File: src/rtl/sdr_pkg.sv
package sdr_pkg;

    localparam int unsigned DATA_W = 32;
    localparam int unsigned HALF_W = 16;
    localparam int unsigned BYTE_W = 8;

    localparam logic [15:0] IMM_HALF = 16'h0010;
    localparam logic [15:0] IMM_BYTE = 16'h0018;

    typedef enum logic [1:0] {
        OP_SQUO = 2'd0,
        OP_UQUO = 2'd1,
        OP_SREM = 2'd2,
        OP_UREM = 2'd3
    } sdr_op_e;

    typedef enum logic [1:0] {
        SZ_WORD = 2'd0,
        SZ_HALF = 2'd1,
        SZ_BYTE = 2'd2
    } sdr_size_e;

    typedef enum logic [1:0] {
        ST_IDLE = 2'd0,
        ST_RUN  = 2'd1,
        ST_FIN  = 2'd2
    } sdr_state_e;

    typedef struct packed {
        logic want_rem;
        logic neg_quo;
        logic neg_rem;
        logic zero_div;
    } sdr_ctl_t;

    function automatic sdr_size_e decode_size(input logic [15:0] imm);
        if (imm == IMM_HALF)      return SZ_HALF;
        else if (imm == IMM_BYTE) return SZ_BYTE;
        else                      return SZ_WORD;
    endfunction

    function automatic logic op_is_signed(input sdr_op_e op);
        return (op == OP_SQUO) || (op == OP_SREM);
    endfunction

    function automatic logic op_is_rem(input sdr_op_e op);
        return (op == OP_SREM) || (op == OP_UREM);
    endfunction

endpackage

File: src/rtl/sdr_operand_prep.sv
module sdr_operand_prep
    import sdr_pkg::*;
#(
    parameter int unsigned W  = DATA_W,
    parameter int unsigned HW = HALF_W,
    parameter int unsigned BW = BYTE_W
) (
    input  sdr_op_e        op,
    input  sdr_size_e      size,
    input  logic [W-1:0]   dividend,
    input  logic [W-1:0]   divisor,
    output logic [W-1:0]   mag_a,
    output logic [W-1:0]   mag_b,
    output sdr_ctl_t       ctl
);
    logic          is_signed;
    logic [W-1:0]  a_ext;
    logic          a_neg;
    logic          b_neg;

    assign is_signed = op_is_signed(op);

    // Narrow forms reshape only the dividend, and only when signed.
    always_comb begin
        a_ext = dividend;
        if (is_signed) begin
            unique case (size)
                SZ_HALF: a_ext = {{(W-HW){dividend[HW-1]}}, dividend[HW-1:0]};
                SZ_BYTE: a_ext = {{(W-BW){dividend[BW-1]}}, dividend[BW-1:0]};
                default: a_ext = dividend;
            endcase
        end
    end

    assign a_neg = is_signed & a_ext[W-1];
    assign b_neg = is_signed & divisor[W-1];
    assign mag_a = a_neg ? (~a_ext + 1'b1) : a_ext;
    assign mag_b = b_neg ? (~divisor + 1'b1) : divisor;

    always_comb begin
        ctl.want_rem = op_is_rem(op);
        ctl.neg_quo  = a_neg ^ b_neg;
        ctl.neg_rem  = a_neg;
        ctl.zero_div = (divisor == '0);
    end

endmodule

File: src/rtl/sdr_shift_core.sv
module sdr_shift_core #(
    parameter int unsigned W = 32
) (
    input  logic          clk,
    input  logic          rst,
    input  logic          load,
    input  logic          step,
    input  logic [W-1:0]  mag_a,
    input  logic [W-1:0]  mag_b,
    output logic [W-1:0]  quo,
    output logic [W-1:0]  rem
);
    logic [W-1:0] q_r;
    logic [W-1:0] r_r;
    logic [W-1:0] b_r;
    logic [W:0]   trial;
    logic [W:0]   diff;

    assign trial = {r_r, q_r[W-1]};
    assign diff  = trial - {1'b0, b_r};

    always_ff @(posedge clk) begin
        if (rst) begin
            q_r <= '0;
            r_r <= '0;
            b_r <= '0;
        end else if (load) begin
            q_r <= mag_a;
            r_r <= '0;
            b_r <= mag_b;
        end else if (step) begin
            if (!diff[W]) begin
                r_r <= diff[W-1:0];
                q_r <= {q_r[W-2:0], 1'b1};
            end else begin
                r_r <= trial[W-1:0];
                q_r <= {q_r[W-2:0], 1'b0};
            end
        end
    end

    assign quo = q_r;
    assign rem = r_r;

    // Partial remainder never reaches the divisor during the iteration.
    assert_partial_rem_bound_R1: assert property (@(posedge clk) disable iff (rst)
        (b_r != '0) |-> (r_r < b_r));

endmodule

File: src/rtl/sdr_result_fix.sv
module sdr_result_fix
    import sdr_pkg::*;
#(
    parameter int unsigned W = DATA_W
) (
    input  logic [W-1:0]  quo,
    input  logic [W-1:0]  rem,
    input  logic [W-1:0]  orig,
    input  sdr_ctl_t      ctl,
    output logic [W-1:0]  result
);
    logic [W-1:0] quo_s;
    logic [W-1:0] rem_s;

    assign quo_s = ctl.neg_quo ? (~quo + 1'b1) : quo;
    assign rem_s = ctl.neg_rem ? (~rem + 1'b1) : rem;

    always_comb begin
        if (ctl.zero_div)      result = orig;
        else if (ctl.want_rem) result = rem_s;
        else                   result = quo_s;
    end

endmodule

File: src/rtl/sized_divider.sv
module sized_divider
    import sdr_pkg::*;
#(
    parameter int unsigned W = DATA_W
) (
    input  logic          clk,
    input  logic          rst,
    input  logic          start,
    input  logic [1:0]    op_sel,
    input  logic [15:0]   size_imm,
    input  logic [W-1:0]  dividend,
    input  logic [W-1:0]  divisor,
    output logic          busy,
    output logic          done,
    output logic          wr_en,
    output logic [W-1:0]  result
);
    localparam int unsigned CW = $clog2(W);
    localparam int unsigned LW = $clog2(W + 2);

    sdr_state_e    state;
    logic [CW-1:0] cnt;
    logic          accept;
    logic          step;
    sdr_ctl_t      ctl_now;
    sdr_ctl_t      ctl_q;
    logic [W-1:0]  orig_q;
    logic [W-1:0]  mag_a;
    logic [W-1:0]  mag_b;
    logic [W-1:0]  quo;
    logic [W-1:0]  rem;

    assign accept = start && (state == ST_IDLE);
    assign step   = (state == ST_RUN);

    sdr_operand_prep #(.W(W)) u_prep (
        .op       (sdr_op_e'(op_sel)),
        .size     (decode_size(size_imm)),
        .dividend (dividend),
        .divisor  (divisor),
        .mag_a    (mag_a),
        .mag_b    (mag_b),
        .ctl      (ctl_now)
    );

    sdr_shift_core #(.W(W)) u_core (
        .clk   (clk),
        .rst   (rst),
        .load  (accept),
        .step  (step),
        .mag_a (mag_a),
        .mag_b (mag_b),
        .quo   (quo),
        .rem   (rem)
    );

    sdr_result_fix #(.W(W)) u_fix (
        .quo    (quo),
        .rem    (rem),
        .orig   (orig_q),
        .ctl    (ctl_q),
        .result (result)
    );

    always_ff @(posedge clk) begin
        if (rst) begin
            state  <= ST_IDLE;
            cnt    <= '0;
            ctl_q  <= '0;
            orig_q <= '0;
        end else begin
            unique case (state)
                ST_IDLE: if (accept) begin
                    state  <= ST_RUN;
                    cnt    <= '0;
                    ctl_q  <= ctl_now;
                    orig_q <= dividend;
                end
                ST_RUN: begin
                    cnt <= cnt + 1'b1;
                    if (cnt == CW'(W - 1)) state <= ST_FIN;
                end
                ST_FIN:  state <= ST_IDLE;
                default: state <= ST_IDLE;
            endcase
        end
    end

    assign busy  = (state != ST_IDLE);
    assign done  = (state == ST_FIN);
    assign wr_en = done && !ctl_q.zero_div;

    // Independent latency counter for the timing checks.
    logic [LW-1:0] lat_cnt;
    always_ff @(posedge clk) begin
        if (rst || !busy) lat_cnt <= '0;
        else              lat_cnt <= lat_cnt + 1'b1;
    end

    assert_wr_needs_done_R8: assert property (@(posedge clk) disable iff (rst)
        wr_en |-> done);

    assert_done_single_R9: assert property (@(posedge clk) disable iff (rst)
        done |=> !done);

    assert_done_latency_R9: assert property (@(posedge clk) disable iff (rst)
        done |-> (busy && lat_cnt == LW'(W)));

    assert_busy_falls_after_done_R9: assert property (@(posedge clk) disable iff (rst)
        done |=> !busy);

    assert_start_ignored_R10: assert property (@(posedge clk) disable iff (rst)
        (busy && !done && start) |=> (busy && $stable(orig_q)));

    assert_idle_quiet_R11: assert property (@(posedge clk) disable iff (rst)
        !busy |-> (!done && !wr_en));

endmodule

File: config.mk
export PLATFORM = sky130hd
export DESIGN_NAME = sized_divider
export DESIGN_NICKNAME = d
export VERILOG_FILES = /design/src/rtl/sdr_pkg.sv /design/src/rtl/sdr_operand_prep.sv /design/src/rtl/sdr_shift_core.sv /design/src/rtl/sdr_result_fix.sv /design/src/rtl/sized_divider.sv
export SDC_FILE = /design/constraint.sdc
export NUM_CORES = 1
export LEC_CHECK = 0
export BUFFER_PORTS_ARGS = -buffer_cell sky130_fd_sc_hd__clkbuf_2
export CORE_ASPECT_RATIO = 1.25
export CORE_MARGIN = 1.5
export CORE_UTILIZATION = 41
export CTS_CLUSTER_DIAMETER = 60
export CTS_CLUSTER_SIZE = 25
export DETAILED_ROUTE_END_ITERATION = 7
export PLACE_DENSITY = 0.61
export SETUP_SLACK_MARGIN = 0.02
export SKIP_CTS_REPAIR_TIMING = 1
export SKIP_LAST_GASP = 1
export SYNTH_ARGS = -nofsm -noshare
export SYNTH_HDL_FRONTEND = slang
export SYNTH_SLANG_ARGS = --single-unit
File: constraint.sdc
create_clock -name clk -period 2.9 [get_ports clk]
set_input_delay 0.58 -clock clk [delete_from_list [all_inputs] [get_ports clk]]
set_output_delay 0.58 -clock clk [all_outputs]
set_load 0.03 [all_outputs]
==> tab_implementation.tex, run 1 <==
\begin{tabular}{lr}
\hline
Metric & Value \\
\hline
\multicolumn{2}{l}{\textbf{Status}} \\
\quad Result of the run & finished, violations left \\
\quad Violated checks & setup timing \\
\multicolumn{2}{l}{\textbf{Power and ir drop}} \\
\quad Pwr per Cell Area & roughly 530 nW/µm² \\
\quad Overall power of the completed layout & around 7600 µW \\
\quad LEAKAGE & slightly below 0.006 µW \\
\quad Maximum resistive drop on vdd & $\sim$520 µV \\
\multicolumn{2}{l}{\textbf{Layout}} \\
\quad Final Instance Count excl. Fillers & about 2100 \\
\quad Count of nets after finishing & approximately 1800 \\
\quad Ratio of cells with drive above 1 in the final layout & 0.2793 \\
\quad Layout overhead on the synthesized area & 36.46\% \\
\quad Diodes inserted & 0 \\
\multicolumn{2}{l}{\textbf{Routing}} \\
\quad Vias after detailed routing & around 11000 \\
\quad WL final & about 36 mm \\
\quad Violation count after the first detailed-route iteration & roughly 700 \\
\quad First-pass DRT Iterations & 6 \\
\quad Post-route DRC & 0 \\
\quad Post-route antenna net violation count & 0 \\
\quad Average vias per placed instance & $\sim$5.6 \\
\quad Wire length per cell after detailed routing & approximately 17 µm \\
\multicolumn{2}{l}{\textbf{Place}} \\
\quad DP Worst Slack & -521.8 ps \\
\quad Routability congestion estimate from global placement & 0.8847 \\
\quad Buffers added on ports & around 120 \\
\quad Dpl hpwl & between 20 and 30 mm \\
\quad Dpl cells & 2010 \\
\multicolumn{2}{l}{\textbf{Floorplanning}} \\
\quad Number of placed I/O pins & 120 \\
\quad Die Footprint & 26700 µm² \\
\quad Die Height & 182.3 µm \\
\quad Initial cell density of the core & 0.4169 \\
\quad Horiz. Die Dim & 146.4 µm \\
\quad Row count & between 60 and 70 \\
\quad Core Footprint & about 25000 µm² \\
\multicolumn{2}{l}{\textbf{Clock network}} \\
\quad Clk slew on worst S/H paths & $\sim$60 ps \\
\quad Num Clock Sinks & roughly 140 \\
\quad Number of levels in the clock H-tree & 4 \\
\quad Clock latency on the worst-skew pair & $\sim$430 ps \\
\quad Root buffer cell & clkbuf\_16 \\
\quad Clk buf depth & 2 \\
\quad Clock buffers created by TritonCTS & 17 \\
\quad CTS tree & done \\
\multicolumn{2}{l}{\textbf{STA}} \\
\quad Hold violation total from the final report & 0 \\
\quad Period minus WS final & 3814 ps \\
\quad Fin Hold WS & roughly 370 ps \\
\quad Setup repair after global routing missed its margin & true \\
\quad Achievable clock frequency & 262.2 MHz \\
\quad Total Neg Setup Slack & -11510 ps \\
\quad Final period util & 1.315 \\
\quad Slew at the pin with the worst max-slew slack & slightly above 700 ps \\
\quad Clock Skew & $\sim$11 ps \\
\quad Setup violation total in the final timing report & 30 \\
\quad Final critical-path setup slack & -913.9 ps \\
\quad Count of final max-slew check failures & 0 \\
\quad Slew Limit Headroom & 0.5176 \\
\multicolumn{2}{l}{\textbf{Setup path}} \\
\quad Crit-path leading delay family & simple AND/OR/NAND/NOR gates \\
\quad Cell type of the slowest stage on the worst timing path & or4\_4 \\
\quad Ordered cell list for the critical path & or4\_4 > nor4\_4 > nand3\_2 > or3\_4 > or2\_4 > o31ai\_2 > xor2\_1 > a221oi\_2 > buf\_4 \\
\quad Category of the critical setup timing path & flop to output pin \\
\quad Cell count along the critical path & 9 \\
\quad Startpoint type of the worst setup path & flop \\
\quad Crit path buf inv count & 1 \\
\quad Count of cells along the worst register-to-register path & 14 \\
\quad Crit. End Element & output pin \\
\quad Data required time of the critical path & between 2000 and 2500 ps \\
\quad Critical path data arrival time & 3230 ps \\
\quad Maximum fanout along the worst path & 4 \\
\quad Longest individual stage delay on the worst path & around 570 ps \\
\multicolumn{2}{l}{\textbf{Min path}} \\
\quad Number of cells on the worst hold path & 3 \\
\quad Worst hold-check path type & primary input to flop \\
\multicolumn{2}{l}{\textbf{Synth}} \\
\quad Gate count after technology mapping & roughly 1500 \\
\quad Primary FF master, synth & dfxtp\_1 \\
\quad Netlist area before placement & roughly 11000 µm² \\
\quad Post-synth top area cell & dfxtp\_1 \\
\quad Cell variety after synth & 70 \\
\quad Per-instance average area after synthesis & between 7 and 8 µm² \\
\quad Ranking of synthesized cells by area & dfxtp\_1, nand2\_1, o21ai\_0 \\
\quad Share of synthesized area occupied by flip-flops and latches & 0.2639 \\
\quad Number of synthesis warnings & 0 \\
\quad Synth Register Bits & roughly 140 \\
\quad Top cell type's share of synthesized area & 0.2639 \\
\quad EDFF count, synth & 0 \\
\quad Share of flip-flops with an asynchronous set or reset after synthesis & 0 \\
\quad Syn\_nets & 1587 \\
\multicolumn{2}{l}{\textbf{Global route}} \\
\quad Leftover overflow at the end of global routing & 0 \\
\quad Maximum number of pins on one net before global-route repair & 65 \\
\quad GRT Overall Usage & 0.2540 \\
\quad Global-route wire length before repair & $\sim$54 mm \\
\quad Number of global-route vias before repair & around 11000 \\
\quad Number of antenna violations at the first check in global routing & 0 \\
\multicolumn{2}{l}{\textbf{Job}} \\
\quad Maximum Capacitance Violations & 0 \\
\hline
\end{tabular}
[per-stage QoR]
step / util / instance area (µm²)
3_5_place_dp: 0.5023 / 12700
3_3_place_gp: 0.5023 / 12700
2_1_floorplan: - / 10610
5_1_grt: 0.5689 / 14390
4_1_cts: 0.5283 / 13360
6_report: 0.5689 / 14390
[cells in the mapped netlist, types with 20 or more instances]
library cell	n
a211oi_1	36
a21oi_1	129
o21ai_0	131
inv_1	52
xor2_1	71
nor3_1	33
mux2i_1	28
nand3_1	30
o31ai_1	28
xnor2_1	61
nand2b_1	20
clkbuf_1	74
ha_1	38
nand2_1	220
nor2_1	137
dfxtp_1	139
[state kept, by name, indices dropped and copies added (netlist names)]
name,cells
orig_q,32
u_core.b_r,32
u_core.quo,32
u_core.rem,32
cnt,5
ctl_q,4
state,2
[layout by cell type, fill, tap and decap left out, drive strengths merged, types with 9 or more instances in the layout]
cell type | netlist | routed
buf | 14 | 221
nand2 | 220 | 220
dfxtp | 139 | 139
nor2 | 138 | 138
o21ai | 132 | 132
a21oi | 129 | 129
clkbuf | 75 | 117
xor2 | 71 | 71
xnor2 | 61 | 61
inv | 52 | 53
ha | 38 | 38
a211oi | 37 | 37
nor3 | 33 | 33
nand3 | 31 | 31
o31ai | 30 | 30
mux2i | 28 | 28
nand2b | 20 | 20
nor2b | 17 | 17
a31oi | 17 | 17
nor4 | 16 | 16
o41ai | 15 | 15
a222oi | 13 | 13
or3 | 13 | 13
and3 | 12 | 12
a311oi | 9 | 9
or4 | 9 | 9
[worst paths after layout]
kind,slack [ps],end,startpoint
worst min-delay path,370,ctl_q[3],op_sel[1]
worst max-delay path,-910,result[30],u_core.quo[9]
worst max register to register,-60,u_core.rem[0],u_core.rem[2]
worst min register to register,450,orig_q[30],orig_q[30]
[cells by family (layout without fill, tap and decap cells)]
kind of cell,count (synthesis),count (layout),synth area share
xor+xnor,132,132,0.1096
mux,28,28,0.02658
buf+inv,141,400,0.05209
flops,139,139,0.2639
simple gates,543,543,0.2384
compound gates,441,441,0.2625
fa+ha+maj,39,39,0.04699
[report_power, final]
group,internal [µW],switching [µW],leakage [µW]
Combinational,1320,1620,0.00435
Clock,1590,868,0.000316
Sequential,2050,125,0.00115
Total,4970,2620,0.00581
[tightest hold or removal path, stage by stage]
cell	delay, ps
clkbuf_2	80
nand2_1	50
a21oi_1	50
[final cells by class]
cell class | count | area [µm²]
tap | 335 | 419.2
clock buffer | 21 | 470.5
sequential | 139 | 2798
inverter | 52 | 197.7
clock inverter | 10 | 187.7
fill | 2345 | 10900
multi-input combinational | 1183 | 7968
timing repair buffer | 317 | 2350
[per-layer routing]
metal	vias to the layer above	global-route usage	routed length, µm
li1	5716	-	-
met1	5387	0.3011	14870
met2	273	0.4599	18350
met3	52	0.03175	1188
met4	0	0.1063	1193
met5	-	0	0
(Power assumes the default switching activity.)
==> inputs of run 2 (changes only) <==
--- a/config.mk
+++ b/config.mk
@@ -13,6 +13,7 @@
 export CTS_CLUSTER_SIZE = 25
 export DETAILED_ROUTE_END_ITERATION = 7
 export PLACE_DENSITY = 0.61
+export RECOVER_POWER = 25
 export SETUP_SLACK_MARGIN = 0.02
 export SKIP_CTS_REPAIR_TIMING = 1
 export SKIP_LAST_GASP = 1
==> constraint.sdc (replaced) <==
create_clock -name clk -period 2.9 [get_ports clk]
set_input_delay 0.29 -clock clk [delete_from_list [all_inputs] [get_ports clk]]
set_output_delay 0.29 -clock clk [all_outputs]
set_load 0.03 [all_outputs]
==> run 2 against run 1 <==
  * The flow finishes with violations (capacitance limit, slew limit, setup timing)
  * Sequential power about the same
  * Register-to-register slack lost 210 ps
  * Maximum frequency grew 6.5%
  * Critical path type unchanged
  * Critical endpoint is now result[29]
  * Largest power group unchanged
==> tab_implementation.tex, run 2 (synthesis results as in run 1) <==
\begin{tabular}{lr}
\hline
Metric & Value \\
\hline
\multicolumn{2}{l}{\textbf{Min path}} \\
\quad Worst hold-check path type & primary input to flop \\
\multicolumn{2}{l}{\textbf{Power and ir drop}} \\
\quad Maximum resistive drop on vdd & 425.8 µV (-19\%) \\
\quad LEAKAGE & 0.005542 µW (-4.6\%) \\
\quad Pwr per Cell Area & 519.0 nW/µm² (-1.5\%) \\
\multicolumn{2}{l}{\textbf{Routing}} \\
\quad WL final & 34.87 mm (-2.1\%) \\
\quad Post-route antenna net violation count & 0 (unchanged) \\
\quad Wire length per cell after detailed routing & 17.29 µm (-0.11\%) \\
\quad Violation count after the first detailed-route iteration & 622 (-12\%) \\
\quad First-pass DRT Iterations & 6 (unchanged) \\
\quad Post-route DRC & 0 (unchanged) \\
\quad Vias after detailed routing & 11292 (-1.2\%) \\
\quad Average vias per placed instance & 5.598 (+0.77\%) \\
\multicolumn{2}{l}{\textbf{Global route}} \\
\quad Maximum number of pins on one net before global-route repair & 84 (+29\%) \\
\quad Number of antenna violations at the first check in global routing & 0 (unchanged) \\
\quad Global-route wire length before repair & 53.56 mm (-1.1\%) \\
\quad GRT Overall Usage & 0.2521 (-0.001928) \\
\quad Leftover overflow at the end of global routing & 0 (unchanged) \\
\quad Number of global-route vias before repair & 10448 (-2.0\%) \\
\multicolumn{2}{l}{\textbf{Layout}} \\
\quad Core occupancy in the finished layout & 0.5486 (-0.02033) \\
\quad Final Instance Count excl. Fillers & 2017 (-1.9\%) \\
\quad Count of nets after finishing & 1794 (-2.2\%) \\
\quad Leading cell type in the layout, fill and taps excluded & nand2\_1 \\
\quad Ratio of cells with drive above 1 in the final layout & 0.2604 (-0.01892) \\
\quad Commonest cells after routing, fill and taps aside & nand2\_1, buf\_4, nor2\_1, a21oi\_1, dfxtp\_1 \\
\quad Layout overhead on the synthesized area & 31.59\% \\
\quad Diodes inserted & 0 (unchanged) \\
\multicolumn{2}{l}{\textbf{Setup path}} \\
\quad Maximum fanout along the worst path & 3 (-1) \\
\quad Ordered cell list for the critical path & or4\_4 > nor4\_4 > nand3\_2 > or3\_4 > or3\_4 > o31ai\_4 > xor2\_1 > a222oi\_1 > buf\_4 \\
\quad Crit. End Element & output pin \\
\quad Cell occurring most often along the worst timing path & or3\_4 \\
\quad Longest individual stage delay on the worst path & 550 ps (-20 ps) \\
\quad Data required time of the critical path & 2610 ps (+290 ps) \\
\quad Critical path data arrival time & 3290 ps (+60 ps) \\
\quad Cell type of the slowest stage on the worst timing path & or4\_4 \\
\quad Startpoint type of the worst setup path & flop \\
\quad Category of the critical setup timing path & flop to output pin \\
\multicolumn{2}{l}{\textbf{STA}} \\
\quad Slew at the pin with the worst max-slew slack & 1856 ps (+1134 ps) \\
\quad Count of final max-slew check failures & 27 (+27) \\
\quad Slew Limit Headroom & -0.2382 (-0.7559) \\
\quad Hold violation total from the final report & 0 (unchanged) \\
\quad Setup repair after global routing missed its margin & true \\
\quad Period minus WS final & 3583 ps (-231.2 ps) \\
\quad Fin Hold WS & 61.89 ps (-305.5 ps) \\
\quad Final critical-path setup slack & -682.7 ps (+231.2 ps) \\
\quad Clock Skew & 8.458 ps (-2.632 ps) \\
\quad Setup violation total in the final timing report & 44 (+47\%) \\
\quad Final period util & 1.235 (-0.07973) \\
\quad Achievable clock frequency & 279.1 MHz (+6.5\%) \\
\multicolumn{2}{l}{\textbf{Clock network}} \\
\quad Number of levels in the clock H-tree & 4 (unchanged) \\
\quad Clk slew on worst S/H paths & 60 ps (about the same) \\
\quad Num Clock Sinks & 139 (unchanged) \\
\quad CTS tree & done \\
\quad Clock latency on the worst-skew pair & 440 ps (about the same) \\
\quad Clk buf depth & 2 (unchanged) \\
\quad Root buffer cell & clkbuf\_16 \\
\quad Clock buffers created by TritonCTS & 17 (unchanged) \\
\multicolumn{2}{l}{\textbf{Floorplanning}} \\
\quad Horiz. Die Dim & 146.4 µm (unchanged) \\
\quad Die Footprint & 26700 µm² (unchanged) \\
\quad Die Height & 182.3 µm (unchanged) \\
\quad Initial cell density of the core & 0.4169 (unchanged) \\
\quad Number of placed I/O pins & 120 (unchanged) \\
\quad Core Footprint & 25290 µm² (unchanged) \\
\quad Row count & 65 (unchanged) \\
\multicolumn{2}{l}{\textbf{Place}} \\
\quad Routability congestion estimate from global placement & 0.8958 (+1.3\%) \\
\quad Dpl cells & 1971 (-1.9\%) \\
\quad Buffers added on ports & 119 (unchanged) \\
\quad Dpl hpwl & 26.06 mm (-1.8\%) \\
\multicolumn{2}{l}{\textbf{Status}} \\
\quad Violated checks & capacitance limit, slew limit, setup timing \\
\quad Result of the run & finished, violations left \\
\multicolumn{2}{l}{\textbf{Job}} \\
\quad Maximum Capacitance Violations & 1 (+1) \\
\hline
\end{tabular}
==> run 2: per-layer routing <==
layer / part of all wire / global-route usage / routed length (µm) / vias to the layer above
met5: 0 / 0 / 0 / -
met4: 0.043 / 0.1253 / 1500 / 0
met3: 0.036 / 0.03100 / 1250 / 67
met2: 0.51 / 0.4406 / 17620 / 257
met1: 0.42 / 0.3046 / 14500 / 5323
li1: - / - / - / 5645
==> run 2: metrics by stage <==
step	worst slack (ps)	TNS (ps)	total power [µW]	cell area, µm²
after floorplan	-386.1	-903.9	3741	10600
after global placement	-206.2	-1076	4611	12390
after detailed placement	-230.8	-2696	4631	12390
after CTS	-696.8	-10980	6852	12990
after global routing	-760.2	-25120	7547	13880
final	-682.7	-13460	7201	13880
==> run 2: final timing paths <==
kind	to	cells past startpoint	slack [ps]	start
worst max-delay path	result[29]	9	-680	u_core.quo[9]
worst min register to register	orig_q[15]	2	450	orig_q[15]
worst min-delay path	ctl_q[3]	3	60	op_sel[1]
worst max register to register	u_core.quo[31]	6	-270	state[1]
==> run 2: layout make-up <==
class | instances | area [µm²]
repair buffers | 277 | 1959
fillers | 2434 | 11420
flip-flops and latches | 139 | 2813
clock inverters | 10 | 116.4
well taps | 335 | 419.2
multi-input cells | 1183 | 7890
clock buffers | 21 | 480.5
inverters | 52 | 197.7
==> run 2: report_power, final <==
part | leakage (µW) | total, µW | internal, µW | switching (µW)
Sequential | 0.00115 | 2190 | 2050 | 140
Clock | 0.000291 | 2230 | 1350 | 878
Combinational | 0.00410 | 2780 | 1230 | 1560
==> run 2: worst max-delay path: cells and delay by family, from the launching register on <==
kind | cells | cell delay [ps]
flops | 1 | 320
xor+xnor | 1 | 90
simple gates | 5 | 1680
buf+inv | 1 | 230
compound gates | 2 | 520
